===== config.mk =====
export PLATFORM = sky130hd
export DESIGN_NAME = bch_stream_decoder
export DESIGN_NICKNAME = d
export VERILOG_FILES = /design/src/rtl/bchd_pkg.sv /design/src/rtl/bchd_syndrome.sv /design/src/rtl/bchd_locator.sv /design/src/rtl/bchd_chien.sv /design/src/rtl/bch_stream_decoder.sv
export SDC_FILE = /design/constraint.sdc
export NUM_CORES = 1
export LEC_CHECK = 0
export BUFFER_PORTS_ARGS = -buffer_cell sky130_fd_sc_hd__buf_2
export CAP_MARGIN = 20
export CORE_MARGIN = 10
export CORE_UTILIZATION = 30
export DETAILED_ROUTE_END_ITERATION = 10
export HOLD_SLACK_MARGIN = 0.15
export PLACE_DENSITY = 0.55
export SETUP_SLACK_MARGIN = 0.4
export SYNTH_ARGS = -nofsm -noshare
export SYNTH_HDL_FRONTEND = slang
export SYNTH_SLANG_ARGS = --single-unit

===== constraint.sdc =====
create_clock -name clk -period 43.1 [get_ports clk]
set_input_delay 8.62 -clock clk [delete_from_list [all_inputs] [get_ports clk]]
set_output_delay 8.62 -clock clk [all_outputs]
set_load 0.02 [all_outputs]

===== src/rtl/bchd_pkg.sv =====
package bchd_pkg;

    localparam int GF_M    = 4;
    localparam int CW_LEN  = (1 << GF_M) - 1;
    localparam int T_CAP   = 2;
    localparam int CNT_W   = $clog2(CW_LEN + 1);
    localparam int ERRC_W  = $clog2(T_CAP + 1);
    localparam int N_SYN   = T_CAP;

    localparam logic [GF_M:0] PRIM_POLY = 5'b10011;

    typedef logic [GF_M-1:0] gf_t;

    localparam gf_t GF_ONE = gf_t'(1);
    localparam gf_t ALPHA1 = gf_t'(2);

    typedef enum logic [1:0] {
        ST_IDLE,
        ST_RECV,
        ST_SOLVE,
        ST_SEND
    } dec_state_e;

    typedef struct packed {
        gf_t               sig1;
        gf_t               sig2;
        logic [ERRC_W-1:0] deg;
        logic              fail;
    } locator_t;

    function automatic gf_t gf_mul(gf_t a, gf_t b);
        logic [2*GF_M-2:0] p;
        p = '0;
        for (int i = 0; i < GF_M; i++)
            if (b[i]) p = p ^ ({{(GF_M-1){1'b0}}, a} << i);
        for (int i = 2*GF_M-2; i >= GF_M; i--)
            if (p[i]) p = p ^ ({{(GF_M-2){1'b0}}, PRIM_POLY} << (i - GF_M));
        return p[GF_M-1:0];
    endfunction

    function automatic gf_t gf_pow(gf_t a, int e);
        gf_t r;
        r = GF_ONE;
        for (int i = 0; i < (1 << GF_M); i++)
            if (i < e) r = gf_mul(r, a);
        return r;
    endfunction

    function automatic gf_t gf_inv(gf_t a);
        return gf_pow(a, (1 << GF_M) - 2);
    endfunction

    function automatic logic gf_trace(gf_t a);
        gf_t acc;
        gf_t t;
        acc = '0;
        t   = a;
        for (int i = 0; i < GF_M; i++) begin
            acc = acc ^ t;
            t   = gf_mul(t, t);
        end
        return |acc;
    endfunction

endpackage


===== src/rtl/bchd_syndrome.sv =====
module bchd_syndrome
    import bchd_pkg::*;
#(
    parameter gf_t STEP = ALPHA1
) (
    input  logic clk,
    input  logic rst,
    input  logic start,
    input  logic shift,
    input  logic bit_in,
    output gf_t  syn
);

    gf_t acc_q;

    always_ff @(posedge clk) begin
        if (rst) begin
            acc_q <= '0;
        end else if (start) begin
            acc_q <= {{(GF_M-1){1'b0}}, bit_in};
        end else if (shift) begin
            acc_q <= gf_mul(acc_q, STEP) ^ {{(GF_M-1){1'b0}}, bit_in};
        end
    end

    assign syn = acc_q;

endmodule


===== src/rtl/bchd_locator.sv =====
module bchd_locator
    import bchd_pkg::*;
(
    input  gf_t      s1,
    input  gf_t      s3,
    output locator_t loc
);

    gf_t s1_sq;
    gf_t s1_cube;
    gf_t s1_inv;
    gf_t disc;
    gf_t sig2_w;

    always_comb begin
        s1_sq   = gf_mul(s1, s1);
        s1_cube = gf_mul(s1_sq, s1);
        s1_inv  = gf_inv(s1);
        disc    = s3 ^ s1_cube;
        sig2_w  = gf_mul(disc, s1_inv);

        loc = '0;
        if (s1 == '0) begin
            if (s3 != '0) begin
                loc.deg  = ERRC_W'(T_CAP);
                loc.fail = 1'b1;
            end
        end else if (disc == '0) begin
            loc.sig1 = s1;
            loc.deg  = ERRC_W'(1);
        end else begin
            loc.sig1 = s1;
            loc.sig2 = sig2_w;
            loc.deg  = ERRC_W'(2);
            loc.fail = gf_trace(gf_mul(sig2_w, gf_inv(s1_sq)));
        end
    end

endmodule


===== src/rtl/bchd_chien.sv =====
module bchd_chien
    import bchd_pkg::*;
(
    input  logic clk,
    input  logic rst,
    input  logic load,
    input  logic step,
    input  gf_t  sig1,
    input  gf_t  sig2,
    output logic root
);

    localparam gf_t MUL1 = gf_pow(ALPHA1, 1);
    localparam gf_t MUL2 = gf_pow(ALPHA1, 2);

    gf_t term1_q;
    gf_t term2_q;

    always_ff @(posedge clk) begin
        if (rst) begin
            term1_q <= '0;
            term2_q <= '0;
        end else if (load) begin
            term1_q <= gf_mul(sig1, MUL1);
            term2_q <= gf_mul(sig2, MUL2);
        end else if (step) begin
            term1_q <= gf_mul(term1_q, MUL1);
            term2_q <= gf_mul(term2_q, MUL2);
        end
    end

    assign root = ((term1_q ^ term2_q) == GF_ONE);

endmodule


===== src/rtl/bch_stream_decoder.sv =====
module bch_stream_decoder
    import bchd_pkg::*;
(
    input  logic              clk,
    input  logic              rst,
    input  logic              in_valid,
    output logic              in_ready,
    input  logic              in_sop,
    input  logic              in_eop,
    input  logic              in_data,
    output logic              out_valid,
    input  logic              out_ready,
    output logic              out_sop,
    output logic              out_eop,
    output logic              out_data,
    output logic [ERRC_W-1:0] out_err_count,
    output logic              out_uncorrectable
);

    localparam logic [CNT_W-1:0] LAST_POS = CNT_W'(CW_LEN - 1);

    dec_state_e        state_q;
    logic [CW_LEN-1:0] word_q;
    logic [CNT_W-1:0]  pos_q;
    logic [CNT_W-1:0]  flips_q;
    locator_t          loc_w;
    locator_t          loc_q;
    gf_t               syn [N_SYN];
    logic              accept;
    logic              syn_start;
    logic              syn_shift;
    logic              beat_out;
    logic              root_w;
    logic              flip_w;

    assign in_ready  = (state_q == ST_IDLE) || (state_q == ST_RECV);
    assign accept    = in_valid && in_ready;
    assign syn_start = accept && in_sop;
    assign syn_shift = accept && !in_sop && (state_q == ST_RECV);

    for (genvar j = 0; j < N_SYN; j++) begin : g_syn
        bchd_syndrome #(
            .STEP(gf_pow(ALPHA1, 2*j + 1))
        ) u_syn (
            .clk   (clk),
            .rst   (rst),
            .start (syn_start),
            .shift (syn_shift),
            .bit_in(in_data),
            .syn   (syn[j])
        );
    end

    bchd_locator u_loc (
        .s1 (syn[0]),
        .s3 (syn[1]),
        .loc(loc_w)
    );

    bchd_chien u_chien (
        .clk (clk),
        .rst (rst),
        .load(state_q == ST_SOLVE),
        .step(beat_out),
        .sig1(loc_w.sig1),
        .sig2(loc_w.sig2),
        .root(root_w)
    );

    assign out_valid         = (state_q == ST_SEND);
    assign beat_out          = out_valid && out_ready;
    assign flip_w            = root_w && !loc_q.fail;
    assign out_sop           = out_valid && (pos_q == '0);
    assign out_eop           = out_valid && (pos_q == LAST_POS);
    assign out_data          = word_q[CW_LEN-1] ^ flip_w;
    assign out_err_count     = loc_q.deg;
    assign out_uncorrectable = loc_q.fail;

    always_ff @(posedge clk) begin
        if (rst) begin
            state_q <= ST_IDLE;
            word_q  <= '0;
            pos_q   <= '0;
            loc_q   <= '0;
        end else begin
            case (state_q)
                ST_IDLE: begin
                    if (accept && in_sop) begin
                        word_q  <= {{(CW_LEN-1){1'b0}}, in_data};
                        state_q <= in_eop ? ST_SOLVE : ST_RECV;
                    end
                end
                ST_RECV: begin
                    if (accept) begin
                        if (in_sop) word_q <= {{(CW_LEN-1){1'b0}}, in_data};
                        else        word_q <= {word_q[CW_LEN-2:0], in_data};
                        if (in_eop) state_q <= ST_SOLVE;
                    end
                end
                ST_SOLVE: begin
                    loc_q   <= loc_w;
                    pos_q   <= '0;
                    state_q <= ST_SEND;
                end
                ST_SEND: begin
                    if (out_ready) begin
                        word_q <= {word_q[CW_LEN-2:0], 1'b0};
                        pos_q  <= pos_q + 1'b1;
                        if (pos_q == LAST_POS) state_q <= ST_IDLE;
                    end
                end
                default: state_q <= ST_IDLE;
            endcase
        end
    end

    always_ff @(posedge clk) begin
        if (rst || state_q == ST_SOLVE) flips_q <= '0;
        else if (beat_out && flip_w)    flips_q <= flips_q + 1'b1;
    end

    AST_READY_WHILE_SENDING: assert property (@(posedge clk) disable iff (rst)
        out_valid |-> !in_ready);

    AST_OUT_HOLD: assert property (@(posedge clk) disable iff (rst)
        (out_valid && !out_ready) |=> (out_valid && $stable(out_data)
                                       && $stable(out_sop) && $stable(out_eop)));

    AST_SOP_SINGLE: assert property (@(posedge clk) disable iff (rst)
        (out_sop && out_ready) |=> !out_sop);

    AST_STATUS_STABLE: assert property (@(posedge clk) disable iff (rst)
        (out_valid && !out_sop) |-> ($stable(out_err_count) && $stable(out_uncorrectable)));

    AST_FLIP_TOTAL: assert property (@(posedge clk) disable iff (rst)
        (beat_out && out_eop && !out_uncorrectable)
            |-> ((flips_q + CNT_W'(flip_w)) == CNT_W'(out_err_count)));

    AST_FAIL_COUNT: assert property (@(posedge clk) disable iff (rst)
        (out_valid && out_uncorrectable) |-> (out_err_count == ERRC_W'(T_CAP)));

endmodule


==> results.ini, run 1 <==
[synthesis]
synth_cells=1783
avgSynthCellArea_um2=7.17
async_reset_ff_share_pct=0
synth_nets=1805
synth-edff-count=0
yosysSeqAreaShare_pct=6.26
synth-main-ff-cell=dfxtp_1
ys_warn_count=0
ys_ff_latch=40
synthDistinctLibCells=118
syn_area_um2=12800

[run_status]
status=finished clean

[floorplan]
die_w_um=226
rows=75
dieArea_um2=51300
start_util_pct=30.4
fp.coreArea_um2=42000
die_y_um=226
ios=15

[power]
internal_power_w=0.0000971
ir_drop_v=0.0000196
p_leak_nw=4.51
pwr-share-seq_pct=28.2
pwr-share-comb_pct=44.6
switching_share_pct=42.5
power_w=0.000169
power.density_nw_per_um2=12.6
p_clk_share_pct=27.1
power_switching_w=0.0000719

[hold_path]
hp-class=reg -> reg
whs_path_depth=2

[setup_path]
cp.required_ps=43270
path_delay_family=XOR/XNOR gates
critical-path-slowest-cell=xor2_1
critPathMaxFanout=60
reg2regPathDepth=51
cpPeakStageDelay_ps=870
cp_num_buf_inv=5
end_kind=flop
crit_type=reg -> reg
cp.depth=51
critical_path_arrival_ps=16760
cp_common_cell=xnor2_1
cp-start-kind=flop

[finish]
regArea_um2=808
final_cell_mix=209 x nand2_1, 177 x nor2_1, 169 x xnor2_1
layout_commonest_cell=nand2_1
synthToLayoutAreaGrowth_pct=4.46
fin_util_pct=31.8
n_antenna_cell=0
multi_input_area_um2=11400
layout-drive-gt1-share_pct=8.59
fillers=4581
nets=1720

[timing]
max_slew_margin_pct=25.7
tightest_slew_ps=1110
hold_slack_ps=451
period_minus_slack_ps=16590
max_freq_mhz=60.3
period_share_pct=38.5
skew_ps=3.37
hold_viol_final=0
finalSetupViolations=0
rsz0062_at_grt=false
tns_ps=0
drv_slew=0

[clock_tree]
cts_setup_buffers=0
clk_pin_slew_ps=60
htreeDepth=2
cts_buffers=5
ctsResizeCount=0
cts_tree=built
clk_latency_ps=290
clockRootBuffer=clkbuf_16
cts_hold_buf=0
cts_buffer_depth=2
clock_sinks=40

[global_route]
grt_pass1_wl_mm=62.9
grt.total_usage_pct=14.5
grt_max_degree=68
antenna_found_initial=0
grt-ovfl-total=0
first_global_vias=12100

[detailed_routing]
vias=12900
first_pass_iters=5
ant_nets=0
viasPerCell=5.74
drc_errors=0
wirelength_mm=38.4
routedWlPerCell_um=17.2
drt_iter0_drc=1023

[placement]
portBuffers=14
hpwl_mm=27.0
gp_congestion=0.846

[flow_run]
cap_violations=0

cell families after synthesis:
group / Yosys count / share of synthesized area (%)
AO/OA/AOI/OAI: 481 / 26.6
XOR/XNOR: 307 / 28.0
adder cells (fa/ha/maj): 15 / 1.47
buffers and inverters: 151 / 4.84
flip-flops: 40 / 6.26
multiplexers: 63 / 5.17
AND/OR/NAND/NOR: 726 / 27.7
power by group through the flow:
stage | clock (W) | combinational, W | sequential [W]
3_5_place_dp | 0 | 0.0000745 | 0.0000483
2_1_floorplan | 0 | 0.0000578 | 0.0000471
6_report | 0.0000459 | 0.0000754 | 0.0000477
3_3_place_gp | 0 | 0.0000740 | 0.0000483
4_1_cts | 0.0000464 | 0.0000751 | 0.0000476
5_1_grt | 0.0000485 | 0.0000836 | 0.0000488
registers in the layout, summed over array words and instances, names as in the netlist:
register and flops:
g_syn.u_syn.syn 8, out_err_count 2, out_uncorrectable 1, pos_q 4, state_q 2, u_chien.term1_q 4
u_chien.term2_q 4, word_q 15
stage by stage:
stage               area, µm²  setup WS (ps)  cells
floorplan               12800          27150   1783
global placement        13200          26850   2229
detailed placement      13200          26780   2230
CTS                     13400          26710   2238
global route            13400          25160   2238
finish                  13400          26510   2238
cells in the mapped netlist, types with 9 or more instances:
master / instances / area share, %
clkbuf_1: 79 / 2.3
inv_1: 24 / 0.70
o22ai_1: 18 / 0.88
nor3_1: 58 / 2.3
dfxtp_1: 40 / 6.3
a21oi_1: 113 / 4.4
ha_1: 15 / 1.5
nand2b_1: 21 / 1.0
or2_2: 16 / 0.78
and3_1: 22 / 1.1
nand2_1: 209 / 6.1
buf_1: 18 / 0.53
xor2_1: 67 / 4.6
a211o_1: 14 / 0.96
o21a_1: 14 / 0.82
a21o_1: 17 / 1.0
xnor2_1: 170 / 12
a211oi_1: 29 / 1.7
o21ai_0: 79 / 3.1
a31oi_1: 13 / 0.64
xnor2_2: 11 / 1.4
o21ai_1: 10 / 0.39
nand3_1: 83 / 3.2
mux2i_1: 51 / 4.0
nand4_1: 16 / 0.78
nor2b_1: 9 / 0.44
a22oi_1: 11 / 0.65
o211ai_1: 22 / 1.3
or3_1: 23 / 1.1
xnor3_1: 39 / 6.9
nor2_1: 177 / 5.2
buf_2: 21 / 0.82
o31ai_1: 11 / 0.65
and2_1: 25 / 1.2
area by class of cell:
| type | instances | share of cell area, % |
|---|---|---|
| timing repair buffer | 31 | 1.48 |
| inverter | 28 | 0.787 |
| sequential | 40 | 6.05 |
| clock buffer | 7 | 1.14 |
| multi-input combinational | 1592 | 85.3 |
| clock inverter | 1 | 0.225 |
| tap | 539 | 5.05 |
tightest hold or removal path: stages (launching register included):
cell and delay (ps):
dfxtp_1 310, nand2_1 50, a21oi_1 50
worst paths after layout:
kind                          from           endpoint  slack (ps)
max          g_syn[0].u_syn.syn[0]  out_uncorrectable       26510
min                     word_q[12]         word_q[12]         450
max reg2reg  g_syn[0].u_syn.syn[0]  out_uncorrectable       26510
min reg2reg             word_q[12]         word_q[12]         450
layer usage:
metal  track usage (%)  vias to the layer above  part of all wire (%)
met5                 0                        -                     0
met4              2.79                        0                   1.4
met3             0.659                       37                   3.6
met1              19.9                     6195                    48
met2              24.6                      321                    47
li1                  -                     6299                     -
Note: power is estimated with default switching activity, not from simulation.
==> run 2: changes to the inputs <==
clock period = 16.28 ns   (was 43.1 ns; I/O delays follow)
==> run 2 against run 1 <==
Compared with the run above:
- first-iteration DRC count fell by 5.3%
- sequential cell count did not move
- largest power group unchanged
- critical path type unchanged
- non-clock buffer count rose by 16
- global-route usage fell by 0.16 points
==> results.ini, run 2 (synthesis gave the netlist of run 1 again) <==
[timing]
tightest_slew_ps=938
tns_ps=0
max_slew_margin_pct=37.0
finalSetupViolations=0
skew_ps=2.32
hold_viol_final=0
rsz0062_at_grt=false
period_minus_slack_ps=15010
hold_slack_ps=443
period_share_pct=92.2
max_freq_mhz=66.6
fin_ws_ps=1270
drv_slew=0

[detailed_routing]
vias=12900
met2_length_mm=17.8
drc_errors=0
first_pass_iters=8
viasPerCell=5.74
drt_iter0_drc=969
wirelength_mm=38.0
routed-wl-met3_mm=1.59
routedWlPerCell_um=16.9
topRoutingLayerUsed=met4
wl_met1_mm=18.0
ant_nets=0

[hold_path]
hp-class=reg -> reg
min_to=out_err_count[1]
whs_path_depth=1
worstHoldStart=out_err_count[1]

[clock_tree]
clockRootBuffer=clkbuf_16
cts_tree=built
clock_sinks=40
clk_latency_ps=280
cts_buffer_depth=2
htreeDepth=2
cts_buffers=5
clk_pin_slew_ps=60

[setup_path]
critical_path_arrival_ps=15180
reg2regPathDepth=49
critical-path-slowest-cell=or4_1
crit_type=reg -> reg
reg2reg_slack_ps=1270
end_kind=flop
cp_common_cell=xnor2_2
cp-start-kind=flop
timing.rr.start=g_syn[0].u_syn.syn[0]
r2r-end=out_uncorrectable
cpPeakStageDelay_ps=570
cp.required_ps=16450
critPathMaxFanout=42

[global_route]
grt.total_usage_pct=14.3
antenna_found_initial=0
grt_pass1_wl_mm=62.6
first_global_vias=12100
grt_max_degree=64
grt-ovfl-total=0

[power]
switching_share_pct=44.3
internal_power_w=0.000239
pwr-share-seq_pct=29.3
p_clk_share_pct=23.2
power_switching_w=0.000190
pwr-share-comb_pct=47.6
ir_drop_v=0.0000555
p_leak_nw=4.63
power.density_nw_per_um2=31.5

[run_status]
status=finished clean

[finish]
fin_util_pct=32.4
largest_reg_flops=15
final_cell_mix=209 x nand2_1, 176 x nor2_1, 162 x xnor2_1
fin_area_um2=13600
n_antenna_cell=0
layout-drive-gt1-share_pct=10.7
layout_commonest_cell=nand2_1
synthToLayoutAreaGrowth_pct=6.57
top_register=word_q
nets=1736

[placement]
portBuffers=14
placed_cell_area_um2=13200
pre_cts_ws_ps=668
gp_congestion=0.874
hpwl_mm=26.8

[floorplan]
fp.coreArea_um2=42000
rows=75
start_util_pct=30.4
die_w_um=226
dieArea_um2=51300
die_y_um=226
ios=15

[flow_run]
cap_violations=0

## run 2: cell types whose count changed in the layout (fill, tap and decap cells not counted), moves of 3 or more
cell,before,now
xnor2_1,169,162
buf_4,17,28
buf_6,0,3
mux2i_2,2,5
xnor2_2,11,18
mux2i_1,51,47
## run 2: worst max path at each step
stage	start	endpoint	slack [ps]	cells after the start
6_report	g_syn[0].u_syn.syn[0]	out_uncorrectable	1270	49
5_1_grt	g_syn[0].u_syn.syn[3]	out_uncorrectable	390	49
4_1_cts	g_syn[0].u_syn.syn[0]	out_uncorrectable	580	49
3_5_place_dp	g_syn[0].u_syn.syn[0]	out_uncorrectable	670	49
3_3_place_gp	g_syn[0].u_syn.syn[0]	out_uncorrectable	930	49
2_1_floorplan	g_syn[0].u_syn.syn[2]	out_uncorrectable	440	63
## run 2: worst max-delay path: cells and delay by family (launching register included)
family / cells / cell delay, ps
AND/OR/NAND/NOR: 14 / 3730
XOR/XNOR: 18 / 6300
AO/OA/AOI/OAI: 10 / 2120
buffers and inverters: 2 / 600
multiplexers: 5 / 1620
flip-flops: 1 / 490
## run 2: area by class of cell
class	instances	area, µm²
clock buffer	6	139
clock inverter	2	10.0
fill	4525	28400
inverter	28	105
multi-input combinational	1592	11500
sequential	40	813
tap	539	674
timing repair buffer	47	349
## run 2: layer usage
| layer | global-route usage, % | vias to the layer above |
|---|---|---|
| li1 | - | 6341 |
| met1 | 19.5 | 6187 |
| met2 | 24.0 | 357 |
| met3 | 0.943 | 49 |
| met4 | 3.44 | 0 |
| met5 | 0 | - |
## run 2: power groups by stage
stage          combinational [W]  sequential (W)  clock [W]
2_1_floorplan           0.000153        0.000125          0
4_1_cts                 0.000202        0.000125   0.000102
3_3_place_gp            0.000199        0.000127          0
5_1_grt                 0.000227        0.000128   0.000104
3_5_place_dp            0.000201        0.000127          0
6_report                0.000204        0.000126  0.0000995
## run 2: timing repair
item | in CTS | in global routing
setup endpoints to repair | 0 | 5
resized for setup | 0 | 34
hold buffers | 0 | 0
setup buffers | 0 | 7
## run 2: stage by stage
step                      std cells  power [W]
after global routing           2254   0.000459
final                          2254   0.000429
after detailed placement       2239   0.000328
after floorplan                1783   0.000278
after global placement         2239   0.000325
after CTS                      2247   0.000429
==> run 3: changes to the inputs <==
ABC_AREA = 1   (was not set)
GPL_TIMING_DRIVEN = 0   (was not set)
==> run 3 against run 2 <==
Compared with the run above:
- critical path depth is 51 higher
- die area grew 1.1%
- worst hold slack better by 13 ps
- synthesized cell count is 35% higher
- total power up 37%
- fmax grew 39%
- via count increased by 9.9%
- sequential cell count unchanged
- wire length fell by 8.8%
- largest cell class unchanged
- highest routed layer unchanged
==> results.ini, run 3 <==
[run_status]
status=finished clean

[power]
power_switching_w=0.000287
power_w=0.000589
pwr-share-seq_pct=22.0
switching_share_pct=48.8
power.density_nw_per_um2=42.3
p_leak_nw=7.20
p_clk_share_pct=19.7
pwr-share-comb_pct=58.3
ir_drop_v=0.0000884
internal_power_w=0.000302

[detailed_routing]
ant_nets=0
viasPerCell=4.72
drc_errors=0
vias=14200
wirelength_mm=34.7
drt_iter0_drc=709
first_pass_iters=6
routedWlPerCell_um=11.5

[finish]
synthToLayoutAreaGrowth_pct=7.56
nets=2449
final_cell_mix=797 x nand2_1, 383 x nand3_1, 271 x inv_1
top_register=word_q
layout_commonest_cell=nand2_1
layout-drive-gt1-share_pct=22.4
n_antenna_cell=0
largest_reg_flops=15

[synthesis]
synth.largest_area_cell=nand2_1
synthTopCellsByCount=797 x nand2_1, 383 x nand3_1, 271 x inv_1
ys_warn_count=0
yosysSeqAreaShare_pct=6.18
synthDistinctLibCells=54
syn_area_um2=13000
yosysMostFrequentCell=nand2_1
ys_ff_latch=40
async_reset_ff_share_pct=0
avgSynthCellArea_um2=5.38
synth-main-ff-cell=dfxtp_1
synth_cells=2406
synthTopCellsByArea=nand2_1 23%, nand3_1 15%, nand2_2 10%, inv_1 7.9%, dfxtp_1 6.2%
synth_top_cell_area_share_pct=23.1
synth_nets=2428
synth-edff-count=0

[flow_run]
cap_violations=0

[floorplan]
die_w_um=228
start_util_pct=30.2
ios=15
rows=76
die_y_um=228
dieArea_um2=51900
fp.coreArea_um2=42900

[hold_path]
worstHoldStart=word_q[0]
min_to=word_q[0]
hp-class=reg -> reg
whs_path_depth=2

[global_route]
first_global_vias=13200
grt_max_degree=14
grt.total_usage_pct=13.0
grt_pass1_wl_mm=60.2
antenna_found_initial=0
grt-ovfl-total=0

[timing]
tns_ps=0
period_minus_slack_ps=10780
drv_slew=0
tightest_slew_ps=808
rsz0062_at_grt=false
skew_ps=5.54
period_share_pct=66.2
max_slew_margin_pct=45.7
finalSetupViolations=0
max_freq_mhz=92.8
hold_viol_final=0

[clock_tree]
clockRootBuffer=clkbuf_16
clk_latency_ps=280
clk_pin_slew_ps=60
cts_setup_buffers=0
cts_buffer_depth=2
htreeDepth=2
ctsResizeCount=0
cts_tree=built
clock_sinks=40
cts_hold_buf=0
cts_buffers=5

[setup_path]
end_kind=flop
cpPeakStageDelay_ps=450
r2r-end=out_uncorrectable
critical_path_arrival_ps=10950
path_delay_family=simple AND/OR/NAND/NOR gates
cp-start-kind=flop
critPathMaxFanout=11
cp.required_ps=16450
reg2regPathDepth=100
reg2reg_slack_ps=5500
critical-path-slowest-cell=clkbuf_1
crit_type=reg -> reg
cp_num_buf_inv=13
timing.rr.start=g_syn[0].u_syn.syn[0]
cp_common_cell=nand2_1

[placement]
portBuffers=14
gp_congestion=0.844
hpwl_mm=28.1

[run 3: cell types whose count changed in the layout (fill, tap and decap cells not counted), moves of 71 or more]
| cell | change |
|---|---|
| xnor2_1 | -150 |
| nand3_2 | +71 |
| inv_1 | +248 |
| nand2_1 | +588 |
| nand2_2 | +209 |
| nand3_1 | +300 |
[run 3: metrics by stage]
stage	setup slack, ps	hold slack (ps)	cell area (µm²)	std cells	utilization, %
6_report	5500	456	13900	3013	32.5
5_1_grt	3860	486	13900	3013	32.5
4_1_cts	5590	459	13900	3013	32.5
3_5_place_dp	5630	443	13800	3005	32.1
3_3_place_gp	5860	441	13800	3005	32.1
2_1_floorplan	7440	423	13000	2406	-
[run 3: cell families (layout without fill, tap and decap cells)]
family / Yosys count / in the layout / synth area share [%]
AO/OA/AOI/OAI: 111 / 111 / 4.98
XOR/XNOR: 37 / 37 / 2.85
adder cells (fa/ha/maj): 15 / 15 / 1.45
buffers and inverters: 409 / 431 / 15.2
flip-flops: 40 / 40 / 6.18
AND/OR/NAND/NOR: 1794 / 1794 / 69.3
[run 3: layout make-up]
class / count / area (µm²)
multi-input cells: 1957 / 10200
plain buffers: 75 / 709
repair buffers: 14 / 70.1
clock buffers: 6 / 139
clock inverters: 2 / 38.8
flip-flops and latches: 40 / 801
fillers: 4822 / 29000
inverters: 334 / 1260
well taps: 585 / 732
[run 3: worst max-delay path by stage]
stage | startpoint | endpoint | cells past startpoint
3_3_place_gp | g_syn[0].u_syn.syn[0] | out_uncorrectable | 102
3_5_place_dp | g_syn[0].u_syn.syn[0] | out_uncorrectable | 102
2_1_floorplan | g_syn[0].u_syn.syn[2] | out_uncorrectable | 94
6_report | g_syn[0].u_syn.syn[0] | out_uncorrectable | 100
5_1_grt | g_syn[0].u_syn.syn[0] | out_uncorrectable | 104
4_1_cts | g_syn[0].u_syn.syn[0] | out_uncorrectable | 102
[run 3: power by group through the flow]
stage | combinational, W | sequential (W) | clock [W]
global placement | 0.000341 | 0.000131 | 0
CTS | 0.000347 | 0.000129 | 0.000119
finish | 0.000344 | 0.000129 | 0.000116
floorplan | 0.000254 | 0.000130 | 0
detailed placement | 0.000345 | 0.000131 | 0
global route | 0.000380 | 0.000132 | 0.000123
[run 3: worst reg2reg max path, delay by kind of cell (launching register included)]
| family | cells | cell delay [ps] |
|---|---|---|
| flip-flops | 1 | 360 |
| buffers and inverters | 13 | 1880 |
| adder cells (fa/ha/maj) | 1 | 320 |
| AND/OR/NAND/NOR | 86 | 8110 |
[run 3: layer usage]
layer	wire length [µm]	global-route usage, %
met2	16700	23.6
met3	764	0.434
met5	0	0
met1	16800	16.9
met4	397	2.16
